===== config.mk =====
export PLATFORM = sky130hd
export DESIGN_NAME = hot_region_profiler
export DESIGN_NICKNAME = d
export VERILOG_FILES = /design/src/rtl/hrp_pkg.sv /design/src/rtl/hrp_freq_tab.sv /design/src/rtl/hrp_cost_tab.sv /design/src/rtl/hrp_req_q.sv /design/src/rtl/hot_region_profiler.sv
export SDC_FILE = /design/constraint.sdc
export NUM_CORES = 1
export LEC_CHECK = 0
export BUFFER_PORTS_ARGS = -buffer_cell sky130_fd_sc_hd__clkbuf_2
export CAP_MARGIN = 5
export CORE_MARGIN = 10
export CORE_UTILIZATION = 51
export DETAILED_ROUTE_END_ITERATION = 12
export MAX_ROUTING_LAYER = met4
export PLACE_DENSITY = 0.75
export SLEW_MARGIN = 20
export SYNTH_ARGS = -nofsm -noshare
export SYNTH_HDL_FRONTEND = slang
export SYNTH_SLANG_ARGS = --single-unit

===== constraint.sdc =====
create_clock -name clk -period 7.3 [get_ports clk]
set_clock_uncertainty 0.05 [all_clocks]
set_input_delay 0.365 -clock clk [delete_from_list [all_inputs] [get_ports clk]]
set_output_delay 0.365 -clock clk [all_outputs]
set_load 0.05 [all_outputs]

===== src/rtl/hrp_pkg.sv =====
package hrp_pkg;
  // Kind of request leaving the queue
  typedef enum logic {
    REQ_COMPILE   = 1'b0,
    REQ_RECOMPILE = 1'b1
  } req_kind_e;
endpackage


===== src/rtl/hrp_freq_tab.sv =====
// Frequency table: finds blocks that execute often.
module hrp_freq_tab #(
  parameter int N  = 4,
  parameter int AW = 16,
  parameter int CW = 4
) (
  input  logic          clk,
  input  logic          rst,
  input  logic [CW-1:0] thr,
  input  logic          exec_v,
  input  logic [AW-1:0] exec_a,
  input  logic          blocked,
  input  logic          decay,
  output logic          promote,
  output logic [AW-1:0] promote_a
);
  localparam int IW = (N > 1) ? $clog2(N) : 1;
  localparam logic [CW-1:0] CMAX = {CW{1'b1}};

  logic [N-1:0]  vld;
  logic [AW-1:0] tag [N];
  logic [CW-1:0] cnt [N];
  logic [N-1:0]  hit_vec;
  logic          hit, have_free, act;
  logic [IW-1:0] hidx, fidx;
  logic [CW-1:0] bumped;

  always_comb begin
    hit = 1'b0;
    hidx = '0;
    have_free = 1'b0;
    fidx = '0;
    // descending scan leaves the lowest matching index
    for (int i = N - 1; i >= 0; i--) begin
      hit_vec[i] = vld[i] && (tag[i] == exec_a);
      if (hit_vec[i]) begin
        hit = 1'b1;
        hidx = IW'(i);
      end
      if (!vld[i]) begin
        have_free = 1'b1;
        fidx = IW'(i);
      end
    end
    act = exec_v && !blocked;
    bumped = (cnt[hidx] == CMAX) ? CMAX : cnt[hidx] + 1'b1;
    promote = act && hit && (bumped >= thr);
    promote_a = exec_a;
  end

  always_ff @(posedge clk) begin
    if (rst) begin
      vld <= '0;
      for (int i = 0; i < N; i++) cnt[i] <= '0;
    end else begin
      for (int i = 0; i < N; i++) begin
        if (act && hit && hidx == IW'(i)) begin
          if (promote) begin
            vld[i] <= 1'b0;
            cnt[i] <= '0;
          end else begin
            cnt[i] <= bumped;
          end
        end else if (act && !hit && have_free && fidx == IW'(i)) begin
          vld[i] <= 1'b1;
          cnt[i] <= CW'(1);
        end else if (decay && vld[i]) begin
          cnt[i] <= cnt[i] - 1'b1;
          if (cnt[i] == CW'(1)) vld[i] <= 1'b0;
        end
      end
    end
  end

  always_ff @(posedge clk) begin
    if (act && !hit && have_free) tag[fidx] <= exec_a;
  end

  assert_unique_tag_R2: assert property (@(posedge clk) disable iff (rst)
    $countones(hit_vec) <= 1);

  for (genvar g = 0; g < N; g++) begin : g_chk
    assert_live_nonzero_R4: assert property (@(posedge clk) disable iff (rst)
      vld[g] |-> (cnt[g] != '0));
  end
endmodule


===== src/rtl/hrp_cost_tab.sv =====
// Cost table: charges costly events to compiled blocks.
module hrp_cost_tab #(
  parameter int N  = 4,
  parameter int AW = 16,
  parameter int CW = 4
) (
  input  logic          clk,
  input  logic          rst,
  input  logic [CW-1:0] thr,
  input  logic          ins_v,
  input  logic [AW-1:0] ins_a,
  input  logic          evt_v,
  input  logic [AW-1:0] evt_a,
  input  logic [AW-1:0] look_a,
  input  logic          decay,
  output logic          look_hit,
  output logic          recomp,
  output logic [AW-1:0] recomp_a
);
  localparam int IW = (N > 1) ? $clog2(N) : 1;
  localparam logic [CW-1:0] CMAX = {CW{1'b1}};

  logic [N-1:0]  vld;
  logic [AW-1:0] tag [N];
  logic [CW-1:0] cnt [N];
  logic          ehit, have_free, ev_on;
  logic [IW-1:0] eidx, fidx, vidx, midx;
  logic [CW-1:0] ebump, best;

  always_comb begin
    ehit = 1'b0;
    eidx = '0;
    have_free = 1'b0;
    fidx = '0;
    look_hit = 1'b0;
    for (int i = N - 1; i >= 0; i--) begin
      if (vld[i] && tag[i] == evt_a) begin
        ehit = 1'b1;
        eidx = IW'(i);
      end
      if (!vld[i]) begin
        have_free = 1'b1;
        fidx = IW'(i);
      end
      if (vld[i] && tag[i] == look_a) look_hit = 1'b1;
    end
    // lowest count, strict compare keeps the lowest index on ties
    best = cnt[0];
    midx = '0;
    for (int i = 1; i < N; i++) begin
      if (cnt[i] < best) begin
        best = cnt[i];
        midx = IW'(i);
      end
    end
    vidx = have_free ? fidx : midx;
    ev_on = evt_v && ehit && !(ins_v && eidx == vidx);
    ebump = (cnt[eidx] == CMAX) ? CMAX : cnt[eidx] + 1'b1;
    recomp = ev_on && (ebump >= thr);
    recomp_a = evt_a;
  end

  always_ff @(posedge clk) begin
    if (rst) begin
      vld <= '0;
      for (int i = 0; i < N; i++) cnt[i] <= '0;
    end else begin
      for (int i = 0; i < N; i++) begin
        if (ins_v && vidx == IW'(i)) begin
          vld[i] <= 1'b1;
          cnt[i] <= '0;
        end else if (ev_on && eidx == IW'(i)) begin
          cnt[i] <= recomp ? '0 : ebump;
        end else if (decay && cnt[i] != '0) begin
          cnt[i] <= cnt[i] - 1'b1;
        end
      end
    end
  end

  always_ff @(posedge clk) begin
    if (ins_v) tag[vidx] <= ins_a;
  end

  assert_recomp_clears_R6: assert property (@(posedge clk) disable iff (rst)
    recomp |=> (cnt[$past(eidx)] == '0));
endmodule


===== src/rtl/hrp_req_q.sv =====
// Request queue with two push ports, dropping duplicates.
module hrp_req_q
  import hrp_pkg::*;
#(
  parameter int AW    = 16,
  parameter int DEPTH = 4
) (
  input  logic          clk,
  input  logic          rst,
  input  logic          p0_v,
  input  logic [AW-1:0] p0_a,
  input  req_kind_e     p0_k,
  input  logic          p1_v,
  input  logic [AW-1:0] p1_a,
  input  req_kind_e     p1_k,
  output logic          out_v,
  input  logic          out_rdy,
  output logic [AW-1:0] out_a,
  output req_kind_e     out_k
);
  localparam int PW = (DEPTH > 1) ? $clog2(DEPTH) : 1;
  localparam int NW = PW + 1;
  localparam logic [NW-1:0] FULL = NW'(DEPTH);

  logic [AW-1:0] slot_a [DEPTH];
  req_kind_e     slot_k [DEPTH];
  logic [PW-1:0] head, tail, off;
  logic [NW-1:0] count;
  logic          dup0, dup1, acc0, acc1, pop;

  always_comb begin
    dup0 = 1'b0;
    dup1 = 1'b0;
    for (int i = 0; i < DEPTH; i++) begin
      off = PW'(i) - head;
      if ({1'b0, off} < count) begin
        if (slot_a[i] == p0_a) dup0 = 1'b1;
        if (slot_a[i] == p1_a) dup1 = 1'b1;
      end
    end
    acc0 = p0_v && !dup0 && (count < FULL);
    acc1 = p1_v && !dup1 && !(acc0 && p0_a == p1_a) && ((count + NW'(acc0)) < FULL);
    out_v = (count != '0);
    pop = out_v && out_rdy;
    out_a = slot_a[head];
    out_k = slot_k[head];
  end

  always_ff @(posedge clk) begin
    if (rst) begin
      head <= '0;
      tail <= '0;
      count <= '0;
    end else begin
      tail <= tail + PW'(acc0) + PW'(acc1);
      head <= head + PW'(pop);
      count <= count + NW'(acc0) + NW'(acc1) - NW'(pop);
    end
  end

  always_ff @(posedge clk) begin
    if (acc0) begin
      slot_a[tail] <= p0_a;
      slot_k[tail] <= p0_k;
    end
    if (acc1) begin
      slot_a[tail + PW'(acc0)] <= p1_a;
      slot_k[tail + PW'(acc0)] <= p1_k;
    end
  end

  assert_no_overflow_R9: assert property (@(posedge clk) disable iff (rst)
    count <= FULL);
  assert_stall_hold_R9: assert property (@(posedge clk) disable iff (rst)
    (out_v && !out_rdy) |=> (out_v && $stable(out_a) && $stable(out_k)));
endmodule


===== src/rtl/hot_region_profiler.sv =====
module hot_region_profiler
  import hrp_pkg::*;
#(
  parameter int N_ENTRIES = 4,
  parameter int ADDR_W    = 16,
  parameter int CNT_W     = 4,
  parameter int Q_DEPTH   = 4,
  parameter int PERIOD_W  = 16
) (
  input  logic                clk,
  input  logic                rst,
  input  logic [CNT_W-1:0]    cfg_hot_thr,
  input  logic [CNT_W-1:0]    cfg_cost_thr,
  input  logic [PERIOD_W-1:0] cfg_decay_period,
  input  logic                exec_valid,
  input  logic [ADDR_W-1:0]   exec_addr,
  input  logic                evt_valid,
  input  logic [ADDR_W-1:0]   evt_addr,
  output logic                req_valid,
  input  logic                req_ready,
  output logic [ADDR_W-1:0]   req_addr,
  output logic                req_recomp
);
  logic [CNT_W-1:0]    hot_thr_q, cost_thr_q;
  logic [PERIOD_W-1:0] period_q, dcnt;
  logic                decay;
  logic                promote, cost_hit, recomp;
  logic [ADDR_W-1:0]   promote_a, recomp_a;
  req_kind_e           head_k;

  // configuration is captured only while reset is held
  always_ff @(posedge clk) begin
    if (rst) begin
      hot_thr_q <= cfg_hot_thr;
      cost_thr_q <= cfg_cost_thr;
      period_q <= cfg_decay_period;
    end
  end

  assign decay = ({1'b0, dcnt} + 1'b1) >= {1'b0, period_q};

  always_ff @(posedge clk) begin
    if (rst) dcnt <= '0;
    else dcnt <= decay ? '0 : dcnt + 1'b1;
  end

  hrp_freq_tab #(.N(N_ENTRIES), .AW(ADDR_W), .CW(CNT_W)) u_freq (
    .clk(clk), .rst(rst), .thr(hot_thr_q),
    .exec_v(exec_valid), .exec_a(exec_addr), .blocked(cost_hit),
    .decay(decay), .promote(promote), .promote_a(promote_a)
  );

  hrp_cost_tab #(.N(N_ENTRIES), .AW(ADDR_W), .CW(CNT_W)) u_cost (
    .clk(clk), .rst(rst), .thr(cost_thr_q),
    .ins_v(promote), .ins_a(promote_a),
    .evt_v(evt_valid), .evt_a(evt_addr), .look_a(exec_addr),
    .decay(decay), .look_hit(cost_hit),
    .recomp(recomp), .recomp_a(recomp_a)
  );

  hrp_req_q #(.AW(ADDR_W), .DEPTH(Q_DEPTH)) u_q (
    .clk(clk), .rst(rst),
    .p0_v(promote), .p0_a(promote_a), .p0_k(REQ_COMPILE),
    .p1_v(recomp), .p1_a(recomp_a), .p1_k(REQ_RECOMPILE),
    .out_v(req_valid), .out_rdy(req_ready), .out_a(req_addr), .out_k(head_k)
  );

  assign req_recomp = (head_k == REQ_RECOMPILE);

  assert_cfg_frozen_R10: assert property (@(posedge clk) disable iff (rst)
    1'b1 |=> ($stable(hot_thr_q) && $stable(cost_thr_q) && $stable(period_q)));
endmodule


==> summary.txt, run 1 <==
Run status
  • Status: finished, final reports clean

Drt
  • Antenna Violating Nets Remaining: 0
  • First-iteration detailed-routing DRC count: about 1100
  • DRC: 0
  • DR WL/cell: around 23 µm
  • Detailed Routing Iterations Pass 1: 6
  • Drt via density: approximately 6
  • Vias: roughly 13000
  • Post-Route WL: 48600 µm

Setup path
  • CP arrival: roughly 6900 ps
  • Max stage delay cell, worst path: or3b_2
  • Startpoint Class: flip-flop
  • CP Class: flip-flop to flip-flop
  • Most used cell, CP: ha_1
  • Top fanout value on the critical path: 17
  • CP endpoint kind: flip-flop
  • Crit path largest cell delay: 750 ps
  • CP required: ~7500 ps

Yosys
  • Synth warn: 0
  • Post-synth EDFFs: about 250
  • Cells after Synth: around 1500
  • Main synth FF type: edfxtp_1
  • Top cells by area, synth: edfxtp_1 (42%), xnor2_1 (11%), xor2_1 (7.1%)
  • Yosys cell types: between 80 and 90
  • Top cell type's share of synthesized area: 0.419
  • Top-count cell post-synth: edfxtp_1
  • Ys async rst share: 0
  • Syn Std Cell Area: 17800 µm²
  • Flops & latches, synth: 283
  • Average size of a mapped cell: about 12 µm²
  • Post-synthesis sequential area ratio: 0.459
  • Post-synth top cells: edfxtp_1 (248), xnor2_1 (227), xor2_1 (143)
  • Synth area leader: edfxtp_1
  • Synth Net Count: ~1700

STA
  • Setup tns final: 0 ps
  • Period utilisation layout: 0.919
  • Fin crit period: about 6700 ps
  • Slew @ Worst Pin: 1120 ps
  • RSZ-0062 raised after global routing: false
  • Achievable Freq: about 0.15 GHz
  • Max Slew Vio Count: 0
  • Final Setup Violations: 0
  • Final hold slack: 55.2 ps
  • Hold violation total from the final report: 0
  • Worst slew margin: 0.249

Global routing
  • Vias in the first global route: 13000
  • Gr busiest metal: met2
  • Met2 Usage GRT: 0.379
  • M1 GR Usage: 0.287
  • Met3 usage: 0.0289
  • Antenna violations before repair: 1
  • Gr usage total: 0.233
  • Pin count of the biggest net entering global routing: 53
  • Gr ovfl total: 0
  • First-pass GRT wire length: roughly 75000 µm

Clock tree
  • CTS Buffer Depth: 3
  • Clock Latency Late Sink: roughly 540 ps
  • Clk slew on worst S/H paths: ~60 ps
  • Clk sink count: 283
  • CTS tree: built
  • Number of H-tree levels: 2
  • Root buffer cell: clkbuf_16
  • CTS Buf Count: 34

Power
  • Overall power: ~0.0043 W
  • Static leakage: ~7.2 nW
  • Pwr Density: 214 nW/µm²
  • Largest vdd supply drop: ~200 µV

Die
  • Die Wd: slightly above 200 µm
  • Initial Util: 0.516
  • Rows: between 60 and 70
  • Number of top-level pins: 79
  • Die Height: between 200 and 250 µm
  • Core ar.: between 30000 and 40000 µm²
  • Die outline area: 42700 µm²

Layout
  • Final std cells w/o fill: roughly 2100
  • Layout area overhead: 12.2%
  • Final #Nets: between 1500 and 2000
  • Share of cells above drive strength 1: 0.173

Placement
  • Routability Congestion: around 0.95
  • Number of I/O port buffers: 78
  • Hpwl dp: 34800 µm
  • Placed Cells: approximately 2000

Worst hold path
  • Worst Hold Class: input pin to flip-flop

Flow run
  • Max Cap Viol: 0
[layer usage]
metal	part of all wire	routed length (µm)
met5	0	0
met4	0.043	2080
met3	0.067	3270
met2	0.48	23500
met1	0.41	19700
[final timing paths]
path	startpoint	endpoint	slack [ps]	depth (start not counted)
setup / recovery	u_freq.tag[3][4]$_DFFE_PP_	u_q.slot_a[0][8]$_DFFE_PP_	590	28
hold / removal	exec_addr[1]	u_freq.tag[1][1]$_DFFE_PP_	60	1
setup reg to reg	u_freq.tag[3][4]$_DFFE_PP_	u_q.slot_a[0][8]$_DFFE_PP_	590	28
hold reg to reg	u_q.slot_k[0]$_DFF_P_	u_q.slot_k[0]$_DFF_P_	390	2
[critical path, delay by kind of cell, from the launching register on]
kind                       cells  cell delay, ps
xor gates and xnor gates       1             170
DFF                            1             380
buffers and inverters          5             470
and+or+nand+nor                8            2750
adders and majority gates      4             860
muxes                          1             380
AOI/OAI and AO/OA              9            1350
[state kept, by name (all words and copies together), names as in the netlist]
name and count:
dcnt 16, u_q.tail 2, u_q.slot_k 4, u_q.count 3, u_cost.cnt 16, u_freq.vld 4
cost_thr_q 4, u_freq.cnt 16, u_cost.tag 64, u_q.slot_a 64, hot_thr_q 4, period_q 16
u_cost.vld 4, u_freq.tag 64, u_q.head 2
[through the flow]
stage	setup slack, ps	area [µm²]	util
after floorplan	445	17800	-
after global placement	302	18600	0.539
after detailed placement	86.4	18600	0.539
after CTS	231	19900	0.577
after global routing	25.9	19900	0.579
final	592	19900	0.579
[placed cells by master (no fill, tap or decap), types with 7 or more instances in the layout]
master and instances:
nor2b_1 26, xor2_1 143, nand4_1 66, a21o_1 10, nand3_1 39, edfxtp_1 248, nor3_1 34, o22ai_1 24
mux2_4 26, clkbuf_16 35, a31oi_1 7, and3_1 14, or3_1 9, clkbuf_2 78, clkinv_1 7, or4_1 10
nand2b_1 9, and2_1 10, inv_1 74, nand2_1 69, xnor2_1 226, nor2_1 55, dfxtp_1 35, mux4_2 17
a21oi_1 23, nor4_1 36, nor4b_1 7, dlygate4sd3_1 24, mux2_2 38, nand3b_1 10, buf_4 42, o21ai_0 28
ha_1 61
[what timing repair did]
| action | in CTS | in global routing |
|---|---|---|
| resized for setup | 0 | 9 |
| hold buffers | 24 | 0 |
| buffers inserted | 0 | 1 |
| hold endpoints to repair | 24 | 0 |
| endpoints found under the setup margin | 0 | 50 |
[report_power, final]
part	switching, W	total [W]	internal [W]	leakage (nW)
Clock	0.000685	0.00164	0.000958	0.525
Sequential	0.0000422	0.00185	0.00180	2.59
Combinational	0.000480	0.000770	0.000290	4.08
Total	0.00121	0.00426	0.00305	7.20
[logic make-up after synthesis]
| family | count (synthesis) | share of synthesized area |
|---|---|---|
| muxes | 86 | 0.0704 |
| DFF | 283 | 0.459 |
| xor gates and xnor gates | 371 | 0.183 |
| AOI/OAI and AO/OA | 148 | 0.0578 |
| buffers and inverters | 153 | 0.0432 |
| adders and majority gates | 62 | 0.0441 |
| and+or+nand+nor | 438 | 0.142 |
[cell type report]
cell class,instances,area [µm²]
Clock inverter,16,121
Fill cell,2866,14500
Sequential cell,283,8150
Inverter,75,282
Timing Repair Buffer,144,946
Clock buffer,44,950
Multi-Input combinational cell,1105,8920
Antenna cell,1,2.50
Tap cell,455,569
Note: power is estimated with default switching activity, not from simulation.
==> run 2: changes to the inputs <==
Settings changed: PLACE_DENSITY 0.75 to 0.72.
Clock period 7.3 ns to 6.65 ns, I/O delays scaled along.
==> summary.txt, run 2 (same netlist as run 1, synthesis figures left out) <==
Setup path
  • Startpoint Class: flip-flop
  • Crit path largest cell delay: around 460 ps
  • Most used cell, CP: ha_1
  • CP arrival: around 6600 ps
  • Family with the most delay on the worst path: compound AO/OA/AOI/OAI gates
  • CP Class: flip-flop to flip-flop
  • Top fanout value on the critical path: 5
  • CP endpoint kind: flip-flop
  • CP required: 7020 ps
  • Max stage delay cell, worst path: a2111oi_1
  • WP buf/inv: 3

Clock tree
  • Clk sink count: 283
  • Root buffer cell: clkbuf_16
  • CTS Buffer Depth: 3
  • Clock Latency Late Sink: around 570 ps
  • CTS Buf Count: 31
  • Number of H-tree levels: 1
  • CTS tree: built
  • Clk slew on worst S/H paths: around 60 ps

Die
  • Core ar.: around 34000 µm²
  • Initial Util: 0.516
  • Number of top-level pins: just under 80
  • Die outline area: ~43000 µm²
  • Die Wd: 207 µm
  • Die Height: about 210 µm
  • Rows: 68

STA
  • Max Slew Vio Count: 0
  • Fin crit period: around 6300 ps
  • Worst slew margin: 0.281
  • Achievable Freq: 0.160 GHz
  • Final Setup Violations: 0
  • Hold violation total from the final report: 0
  • Slew @ Worst Pin: 1080 ps
  • Setup tns final: 0 ps
  • Period utilisation layout: 0.941

Placement
  • Number of I/O port buffers: 78
  • Placed Cells: about 2100
  • Hpwl dp: roughly 36000 µm
  • Routability Congestion: 0.967

Global routing
  • First-pass GRT wire length: roughly 75000 µm
  • Gr usage total: 0.231
  • Gr ovfl total: 0
  • Vias in the first global route: approximately 13000
  • Pin count of the biggest net entering global routing: 53
  • Antenna violations before repair: 2

Layout
  • Layout area overhead: 14.4%
  • Final #Nets: 1798
  • Largest registers: u_cost.tag: 64 flops, u_freq.tag: 64 flops, u_q.slot_a: 64 flops
  • Commonest non-fill, non-tap cell in the layout: edfxtp_1
  • Commonest cells after routing, fill and taps aside: edfxtp_1 (248), xnor2_1 (221), xor2_1 (142)
  • Share of cells above drive strength 1: 0.204
  • Final std cells w/o fill: 2156
  • Utilization after layout: 0.590

Drt
  • DRC: 0
  • Vias: approximately 13000
  • Drt via density: between 5 and 6
  • Antenna Violating Nets Remaining: 0
  • Detailed Routing Iterations Pass 1: 5
  • Post-Route WL: approximately 49000 µm
  • First-iteration detailed-routing DRC count: 1040
  • DR WL/cell: 22.8 µm

Power
  • Largest vdd supply drop: roughly 220 µV
  • Pwr Density: 227 nW/µm²
  • Static leakage: 7.39 nW

Flow run
  • Max Cap Viol: 0

Worst hold path
  • Worst Hold Class: input pin to flip-flop

Run status
  • Status: finished, final reports clean
run 2: cell count changes in the layout (fill, tap and decap cells not counted), moves of 4 or more:
cell and delta:
buf_12 +4, xnor2_1 -5, buf_4 +30, clkbuf_16 -4, xnor2_2 +5, ha_1 -4
run 2: worst paths after layout:
check / slack, ps / to / cells after the start / from
worst min-delay path: 30 / u_freq.tag[2][1]$_DFFE_PP_ / 1 / exec_addr[1]
worst min register to register: 400 / u_q.slot_k[0]$_DFF_P_ / 2 / u_q.slot_k[0]$_DFF_P_
worst max-delay path: 390 / u_q.count[2]$_SDFF_PP0_ / 30 / u_cost.cnt[1][2]$_SDFFCE_PN0P_
worst max register to register: 390 / u_q.count[2]$_SDFF_PP0_ / 30 / u_cost.cnt[1][2]$_SDFFCE_PN0P_
run 2: where the power goes:
part | internal (W) | switching, W
clock | 0.000986 | 0.000741
sequential | 0.00198 | 0.0000491
combinational | 0.000335 | 0.000533
total | 0.00330 | 0.00132
run 2: per-stage QoR:
step	total power (W)	hold WS (ps)	setup WS, ps	instance area (µm²)
3_3_place_gp	0.00289	379	124	18900
2_1_floorplan	0.00267	367	26.7	17800
6_report	0.00462	28.0	390	20300
4_1_cts	0.00464	7.95	126	20100
5_1_grt	0.00480	36.2	-18.8	20300
3_5_place_dp	0.00290	387	36.1	18900
run 2: cell type report:
cell class	count	area [µm²]
sequential	283	8150
fill	2842	14100
tap	455	569
antenna	2	5.00
clock buffer	35	801
timing repair buffer	179	1260
clock inverter	22	213
inverter	75	282
multi-input combinational	1105	9050
run 2: repair_timing:
| action | CTS | global route |
|---|---|---|
| setup buffers | 0 | 3 |
| resized for setup | 0 | 34 |
| endpoints found under the hold margin | 25 | 0 |
| hold buffers | 25 | 0 |
| endpoints found under the setup margin | 0 | 82 |
run 2: routing by layer:
layer  GRT usage  vias up  wire (µm)
li1            -     5888          -
met1       0.278     6277      19900
met2       0.395      478      24600
met3      0.0270      113       2980
met4      0.0824        0       1700
met5           -        -          0
